===== src/rtl/vsig_pkg.sv =====
package vsig_pkg;
  localparam int          SIG_W    = 24;
  localparam logic [23:0] CRC_POLY = 24'h864CFB;
  localparam logic [23:0] CRC_SEED = 24'h000001;

  typedef enum logic [1:0] {
    ST_ARM  = 2'd0,
    ST_RUN  = 2'd1,
    ST_DONE = 2'd2
  } cap_state_e;
endpackage


===== src/rtl/vsig_vsync_sync.sv =====
module vsig_vsync_sync #(
  parameter int STAGES = 2
) (
  input  logic clk_i,
  input  logic rst_ni,
  input  logic vsync_i,
  output logic fall_o
);
  logic [STAGES-1:0] sync_q;
  logic              last_q;

  always_ff @(posedge clk_i or negedge rst_ni) begin
    if (!rst_ni) begin
      sync_q <= '0;
      last_q <= 1'b0;
    end else begin
      sync_q <= {sync_q[STAGES-2:0], vsync_i};
      last_q <= sync_q[STAGES-1];
    end
  end

  assign fall_o = last_q & ~sync_q[STAGES-1];
endmodule


===== src/rtl/vsig_ctrl.sv =====
module vsig_ctrl
  import vsig_pkg::*;
(
  input  logic clk_i,
  input  logic rst_ni,
  input  logic en_i,
  input  logic free_run_i,
  input  logic fall_i,
  input  logic pix_valid_i,
  output logic fold_o,
  output logic done_o
);
  cap_state_e state_q, state_d;
  logic       close_frame;

  // single-shot window closes on the boundary; that cycle's pixel is not folded
  assign close_frame = fall_i & ~free_run_i;

  always_comb begin
    state_d = state_q;
    if (!en_i) begin
      state_d = ST_ARM;
    end else begin
      unique case (state_q)
        ST_ARM:  if (fall_i)      state_d = ST_RUN;
        ST_RUN:  if (close_frame) state_d = ST_DONE;
        ST_DONE: state_d = ST_DONE;
        default: state_d = ST_ARM;
      endcase
    end
  end

  always_ff @(posedge clk_i or negedge rst_ni) begin
    if (!rst_ni) state_q <= ST_ARM;
    else         state_q <= state_d;
  end

  assign fold_o = en_i & (state_q == ST_RUN) & pix_valid_i & ~close_frame;
  assign done_o = (state_q == ST_DONE);
endmodule


===== src/rtl/vsig_crc.sv =====
module vsig_crc
  import vsig_pkg::*;
#(
  parameter int PIX_W = 24
) (
  input  logic             clk_i,
  input  logic             rst_ni,
  input  logic             en_i,
  input  logic             fold_i,
  input  logic [PIX_W-1:0] data_i,
  output logic [SIG_W-1:0] sig_o
);
  logic [SIG_W-1:0] sig_q, sig_next;

  always_comb begin
    logic fb;
    sig_next = sig_q;
    for (int b = PIX_W - 1; b >= 0; b--) begin
      fb       = sig_next[SIG_W-1] ^ data_i[b];
      sig_next = {sig_next[SIG_W-2:0], 1'b0} ^ (fb ? CRC_POLY : '0);
    end
  end

  always_ff @(posedge clk_i or negedge rst_ni) begin
    if (!rst_ni)     sig_q <= CRC_SEED;
    else if (!en_i)  sig_q <= CRC_SEED;
    else if (fold_i) sig_q <= sig_next;
  end

  assign sig_o = sig_q;
endmodule


===== src/rtl/vid_sig_capture.sv =====
module vid_sig_capture
  import vsig_pkg::*;
#(
  parameter int PIX_W       = 24,
  parameter int SYNC_STAGES = 2
) (
  input  logic             clk_i,
  input  logic             rst_ni,
  input  logic [PIX_W-1:0] pix_data_i,
  input  logic             pix_valid_i,
  input  logic             vsync_i,
  input  logic             sig_en_i,
  input  logic             free_run_i,
  output logic [SIG_W-1:0] sig_o,
  output logic             done_o
);
  logic vs_fall;
  logic fold;

  vsig_vsync_sync #(.STAGES(SYNC_STAGES)) u_sync (
    .clk_i   (clk_i),
    .rst_ni  (rst_ni),
    .vsync_i (vsync_i),
    .fall_o  (vs_fall)
  );

  vsig_ctrl u_ctrl (
    .clk_i       (clk_i),
    .rst_ni      (rst_ni),
    .en_i        (sig_en_i),
    .free_run_i  (free_run_i),
    .fall_i      (vs_fall),
    .pix_valid_i (pix_valid_i),
    .fold_o      (fold),
    .done_o      (done_o)
  );

  vsig_crc #(.PIX_W(PIX_W)) u_crc (
    .clk_i  (clk_i),
    .rst_ni (rst_ni),
    .en_i   (sig_en_i),
    .fold_i (fold),
    .data_i (pix_data_i),
    .sig_o  (sig_o)
  );
endmodule


===== config.mk =====
export PLATFORM = sky130hd
export DESIGN_NAME = vid_sig_capture
export DESIGN_NICKNAME = d
export VERILOG_FILES = /design/src/rtl/vsig_pkg.sv /design/src/rtl/vsig_vsync_sync.sv /design/src/rtl/vsig_ctrl.sv /design/src/rtl/vsig_crc.sv /design/src/rtl/vid_sig_capture.sv
export SDC_FILE = /design/constraint.sdc
export NUM_CORES = 1
export LEC_CHECK = 0
export ABC_AREA = 1
export CORE_AREA = 5 5 111 123
export CTS_CLUSTER_DIAMETER = 100
export DETAILED_ROUTE_END_ITERATION = 10
export DIE_AREA = 0 0 116 128
export PLACE_DENSITY = 0.57
export SLEW_MARGIN = 20
export SYNTH_ARGS = -nofsm -noshare
export SYNTH_HDL_FRONTEND = slang
export SYNTH_SLANG_ARGS = --single-unit

===== constraint.sdc =====
create_clock -name clk_i -period 4.7 [get_ports clk_i]
set_input_delay 1.175 -clock clk_i [delete_from_list [all_inputs] [get_ports clk_i]]
set_output_delay 1.175 -clock clk_i [all_outputs]
set_load 0.05 [all_outputs]

==> impl_metrics.toml, run 1 <==
[timing]
period_needed_ns = 4.75
layout_worst_path_cycle_share_pct = 101
fmaxAchievable_mhz = 211
hold_slack_ns = 0.355
report.final.hold_viol_count = 0
finClkSkew_ns = 0.00676
drv_slew = 0
slew_headroom_pct = 54.6
setup_viol = 6
rsz0062_at_grt = "true"
worst_slack_ns = -0.0472
tightest_slew_ns = 0.681

[synth]
synth_area_um2 = 3580
ys_top_cells_by_count = "88 x xor2_1, 81 x nand2_1, 52 x nand3_1, 44 x inv_1, 37 x xnor2_1"
ys_ff_latch = 29
yosysMostFrequentCell = "xor2_1"
synth_top_area_cell = "xor2_1"
synthCells = 453
syn_nets = 486
ys_seq_area_share_pct = 20.3
async_flop_share_pct = 100
yosys-top-cells-area = "xor2_1 22%, dfrtp_1 20%, xnor2_1 9.1%"
synth_cell_type_count = 29
syn_avg_cell_area_um2 = 7.90
ys_warn_count = 0
synth.top_cell.area_share_pct = 21.5
synth_edf_count = 0
synthFlopType = "dfrtp_1"

[grt]
globalRouteOverflowTotal = 0
grt_max_degree = 24
groute.usage.overall_pct = 15.8
grt_pass1_vias = 3710
grt_pass1_wl_um = 18500
antenna_found_initial = 0

[floorplanning]
core_um2 = 12400
die_area_um2 = 14800
die_h_um = 128
fp.dieW_um = 116
io_pins = 55
start_util_pct = 28.9
row_count = 43

[drt]
drtIter0Drc = 122
vias = 3572
routed_wl_um = 12400
post_drt_wl_per_cell_um = 15.8
antenna_left = 0
drt_first_pass_iters = 4
drc = 0
vias_per_cell = 4.54

[placement]
portBuffers = 54
hpwl_um = 9240
gp_congestion = 0.924

[worst_setup_path]
rr_startpoint = "u_crc.sig_o[23]"
cp-end-kind = "flop"
ff2ff_setup_slack_ns = 0.41
crit_family = "simple AND/OR/NAND/NOR gates"
crit_path_start_kind = "input port"
timing.rr.end = "u_crc.sig_o[3]"
path_class = "in2reg"
cp_slowest_cell = "clkdlybuf4s50_1"
critical_path_arrival_ns = 4.91
worst-r2r-cell-count = 43
cpMostUsedCell = "nand2_4"
worst-path-buf-inv = 3
crit_fanout = 7
cp_data_required_time_ns = 4.87
max_stage_delay_ns = 0.47

[cts]
clk_latency_ns = 0.28
clockBufferDepth = 2
cts_tree = "built"
clk_pin_slew_ns = 0.05
h-tree-depth = 2
cts_buffers = 5
holdBufCountCts = 0
cts_sinks = 29
ctsRootBufferMaster = "clkbuf_16"

[worst_hold_path]
whs_endpoint = "u_sync.sync_q[1]"
worstHoldPathCells = 0
min_from = "u_sync.sync_q[0]"
hold_class = "reg2reg"

[cells_and_area]
n_fill_cell = 1138
regArea_um2 = 727
area_delta_synth_final_pct = 67.7
nets = 661
multiInputGateArea_um2 = 3290
fin_util_pct = 48.5
drive_gt1_share_pct = 43.7
diodes = 0

[outcome]
status = "finished, violations left"
violations = "negative setup slack"

[job]
drv_cap = 0
[layout by cell type, fill, tap and decap left out, drive strengths merged, types with 3 or more instances in the layout]
master	Yosys	final
xor2	96	96
o22ai	3	3
ha	3	3
nand3	75	75
clkdlybuf4s50	0	46
clkbuf	3	7
nand2	121	121
nor2	8	8
buf	0	121
xnor2	37	37
inv	46	46
o21ai	15	15
or2	10	10
dfrtp	28	28
[final cells by class]
cell class / count / share of cell area [%]
Clock buffer: 6 / 2.31
Clock inverter: 2 / 0.626
Inverter: 46 / 2.96
Multi-Input combinational cell: 375 / 54.8
Sequential cell: 29 / 12.1
Tap cell: 157 / 3.27
Timing Repair Buffer: 171 / 23.9
[layer usage]
layer | vias up | wire [um] | GRT usage (%)
met1 | 1691 | 5170 | 19.3
met3 | 35 | 351 | 1.65
li1 | 1767 | - | -
met2 | 79 | 6330 | 27.8
met5 | - | 0 | 0
met4 | 0 | 560 | 7.10
[kinds of logic (layout without fill, tap and decap cells)]
logic type	after synthesis	after routing	synth area share [%]
AOI/OAI and AO/OA	23	23	3.64
xor gates and xnor gates	133	133	34.9
adders and majority gates	3	3	1.05
buffers and inverters	49	225	5.31
DFF	29	29	20.3
and+or+nand+nor	216	216	34.8
[how the worst max path moves through the flow]
stage | startpoint | endpoint | slack, ns | cells after the start
3_3_place_gp | pix_data_i[21] | u_crc.sig_o[3] | -0.50 | 33
4_1_cts | pix_data_i[20] | u_crc.sig_o[23] | 0.001 | 40
3_5_place_dp | pix_data_i[22] | u_crc.sig_o[3] | -0.67 | 36
6_report | pix_data_i[18] | u_crc.sig_o[3] | -0.05 | 36
5_1_grt | pix_data_i[18] | u_crc.sig_o[3] | -0.25 | 36
2_1_floorplan | pix_data_i[23] | u_crc.sig_o[3] | 0.07 | 40
[worst register-to-register path, delay by kind of cell (launching register included)]
family	cells	cell delay (ns)
buffers and inverters	1	0.11
AND/OR/NAND/NOR	42	3.60
flip-flops	1	0.48
[registers in the layout (all words and copies together) (netlist names)]
register / flops
u_crc.sig_o: 24
u_ctrl.state_q: 2
u_sync.sync_q: 2
u_sync.last_q: 1
[per-stage QoR]
stage               setup WS, ns  setup TNS [ns]  std cells  instance area [um^2]
floorplan                 0.0664               0        453                  3580
global placement          -0.505           -6.58        752                  5000
detailed placement        -0.671           -9.40        752                  5000
CTS                      0.00146               0        772                  5580
global route              -0.249           -2.06        786                  6000
finish                   -0.0472         -0.0985        786                  6000
[timing repair]
item | CTS | global route
endpoints found under the setup margin | 15 | 15
buffers inserted | 12 | 14
pin swaps | 49 | 58
resized for setup | 76 | 70
gates cloned | 0 | 0
Power of run 1 is not shown: default switching activity piles up to over one toggle a cycle in this logic, so the estimate is an artifact.
==> run 2: changes to the inputs <==
--- a/config.mk
+++ b/config.mk
@@ -7,10 +7,11 @@
 export LEC_CHECK = 0
 export ABC_AREA = 1
 export CORE_AREA = 5 5 111 123
+export CTS_BUF_LIST = sky130_fd_sc_hd__clkbuf_4 sky130_fd_sc_hd__clkbuf_8
 export CTS_CLUSTER_DIAMETER = 100
 export DETAILED_ROUTE_END_ITERATION = 10
 export DIE_AREA = 0 0 116 128
-export PLACE_DENSITY = 0.57
+export PLACE_DENSITY = 0.46
 export SLEW_MARGIN = 20
 export SYNTH_ARGS = -nofsm -noshare
 export SYNTH_HDL_FRONTEND = slang
==> impl_metrics.toml, run 2 (synthesis gave the netlist of run 1 again) <==
[worst_setup_path]
timing.rr.end = "u_crc.sig_o[10]"
crit_fanout = 8
cp_data_required_time_ns = 4.88
cpMostUsedCell = "nand2_4"
path_class = "in2reg"
cp-end-kind = "flop"
rr_startpoint = "u_crc.sig_o[23]"
worst-r2r-cell-count = 43
crit_path_start_kind = "input port"
cp_slowest_cell = "xor2_4"
ff2ff_setup_slack_ns = 0.36
max_stage_delay_ns = 0.22
critical_path_arrival_ns = 4.89

[worst_hold_path]
min_from = "u_sync.sync_q[0]"
whs_endpoint = "u_sync.sync_q[1]"
hold_class = "reg2reg"
worstHoldPathCells = 0

[cts]
cts_sinks = 29
cts_tree = "built"
clk_pin_slew_ns = 0.06
h-tree-depth = 2
clockBufferDepth = 2
cts_buffers = 5
ctsRootBufferMaster = "clkbuf_8"
clk_latency_ns = 0.29

[grt]
grt_pass1_wl_um = 18600
grt_max_degree = 30
antenna_found_initial = 0
groute.usage.overall_pct = 16.2
grt_pass1_vias = 3592
globalRouteOverflowTotal = 0

[timing]
drv_slew = 0
period_needed_ns = 4.72
fmaxAchievable_mhz = 212
finClkSkew_ns = 0.0111
slew_headroom_pct = 53.6
layout_worst_path_cycle_share_pct = 100
rsz0062_at_grt = "true"
finalSetupTns_ns = -0.0676
report.final.hold_viol_count = 0
worst_slack_ns = -0.0180
setup_viol = 6
tightest_slew_ns = 0.696

[floorplanning]
core_um2 = 12400
die_h_um = 128
start_util_pct = 28.9
fp.dieW_um = 116
die_area_um2 = 14800
row_count = 43
io_pins = 55

[drt]
routed_wl_um = 12200
drt_first_pass_iters = 4
post_drt_wl_per_cell_um = 15.6
drc = 0
vias = 3540
antenna_left = 0
drtIter0Drc = 92
vias_per_cell = 4.53

[cells_and_area]
final_common_cell = "buf_4"
diodes = 0
multiInputGateArea_um2 = 3230
drive_gt1_share_pct = 42.0
final_area_um2 = 5870
regArea_um2 = 727
nets = 657
area_delta_synth_final_pct = 64.0
fin_util_pct = 47.4
n_fill_cell = 1188
layout_common_cells = "109 x buf_4, 87 x xor2_1, 62 x nand2_1"
largest_register_ff_count = 24

[placement]
hpwl_um = 9400
portBuffers = 54
post-place-ws_ns = -0.676
gp_congestion = 0.896
placed_cell_area_um2 = 4930

[outcome]
status = "finished, violations left"
violations = "negative setup slack"

[job]
drv_cap = 0
-- run 2: changes by cell type in the layout (fill, tap and decap cells not counted), moves of 5 or more --
cell       before  now
nand2_2        18   26
buf_4         115  109
nand3_1        15   21
nand3_2        31   25
clkbuf_16       5    0
-- run 2: layer usage --
| layer | wire length [um] | global-route usage, % | vias to the layer above | share of wire (%) |
|---|---|---|---|---|
| li1 | - | - | 1767 | - |
| met1 | 5080 | 20.2 | 1687 | 42 |
| met2 | 6460 | 29.9 | 68 | 53 |
| met3 | 400 | 1.70 | 18 | 3.3 |
| met4 | 216 | 3.62 | 0 | 1.8 |
| met5 | 0 | 0 | - | 0 |
-- run 2: layout make-up --
cell class / count / share of cell area [%]
flip-flops and latches: 29 / 12.4
well taps: 157 / 3.35
multi-input cells: 375 / 55.1
clock buffers: 5 / 1.17
clock inverters: 2 / 0.597
inverters: 46 / 3.11
repair buffers: 167 / 24.3
-- run 2: how the worst max path moves through the flow --
stage | start | end | slack (ns) | cells past startpoint
2_1_floorplan | pix_data_i[23] | u_crc.sig_o[3] | 0.07 | 40
3_3_place_gp | pix_data_i[22] | u_crc.sig_o[23] | -0.53 | 36
3_5_place_dp | pix_data_i[22] | u_crc.sig_o[23] | -0.68 | 36
4_1_cts | pix_data_i[23] | u_crc.sig_o[10] | -0.0001 | 44
5_1_grt | pix_data_i[21] | u_crc.sig_o[15] | -0.30 | 41
6_report | pix_data_i[21] | u_crc.sig_o[10] | -0.02 | 41
-- run 2: timing repair --
item | CTS | global route
pin swaps | 36 | 52
buffers inserted | 16 | 15
endpoints found under the setup margin | 14 | 14
hold buffers | 0 | 0
resized for setup | 57 | 83
endpoints found under the hold margin | 0 | 0
-- run 2: per-stage QoR --
stage               hold WS (ns)  std cells
floorplan                  0.331        453
global placement           0.332        743
detailed placement         0.335        743
CTS                        0.350        766
global route               0.351        781
finish                     0.349        781
-- run 2: worst max-delay path: cells and delay by family --
family                 cells  cell delay (ns)
XOR/XNOR                   1             0.22
AND/OR/NAND/NOR           38             3.28
buffers and inverters      2             0.18
Power of run 2 is left out for the same reason.
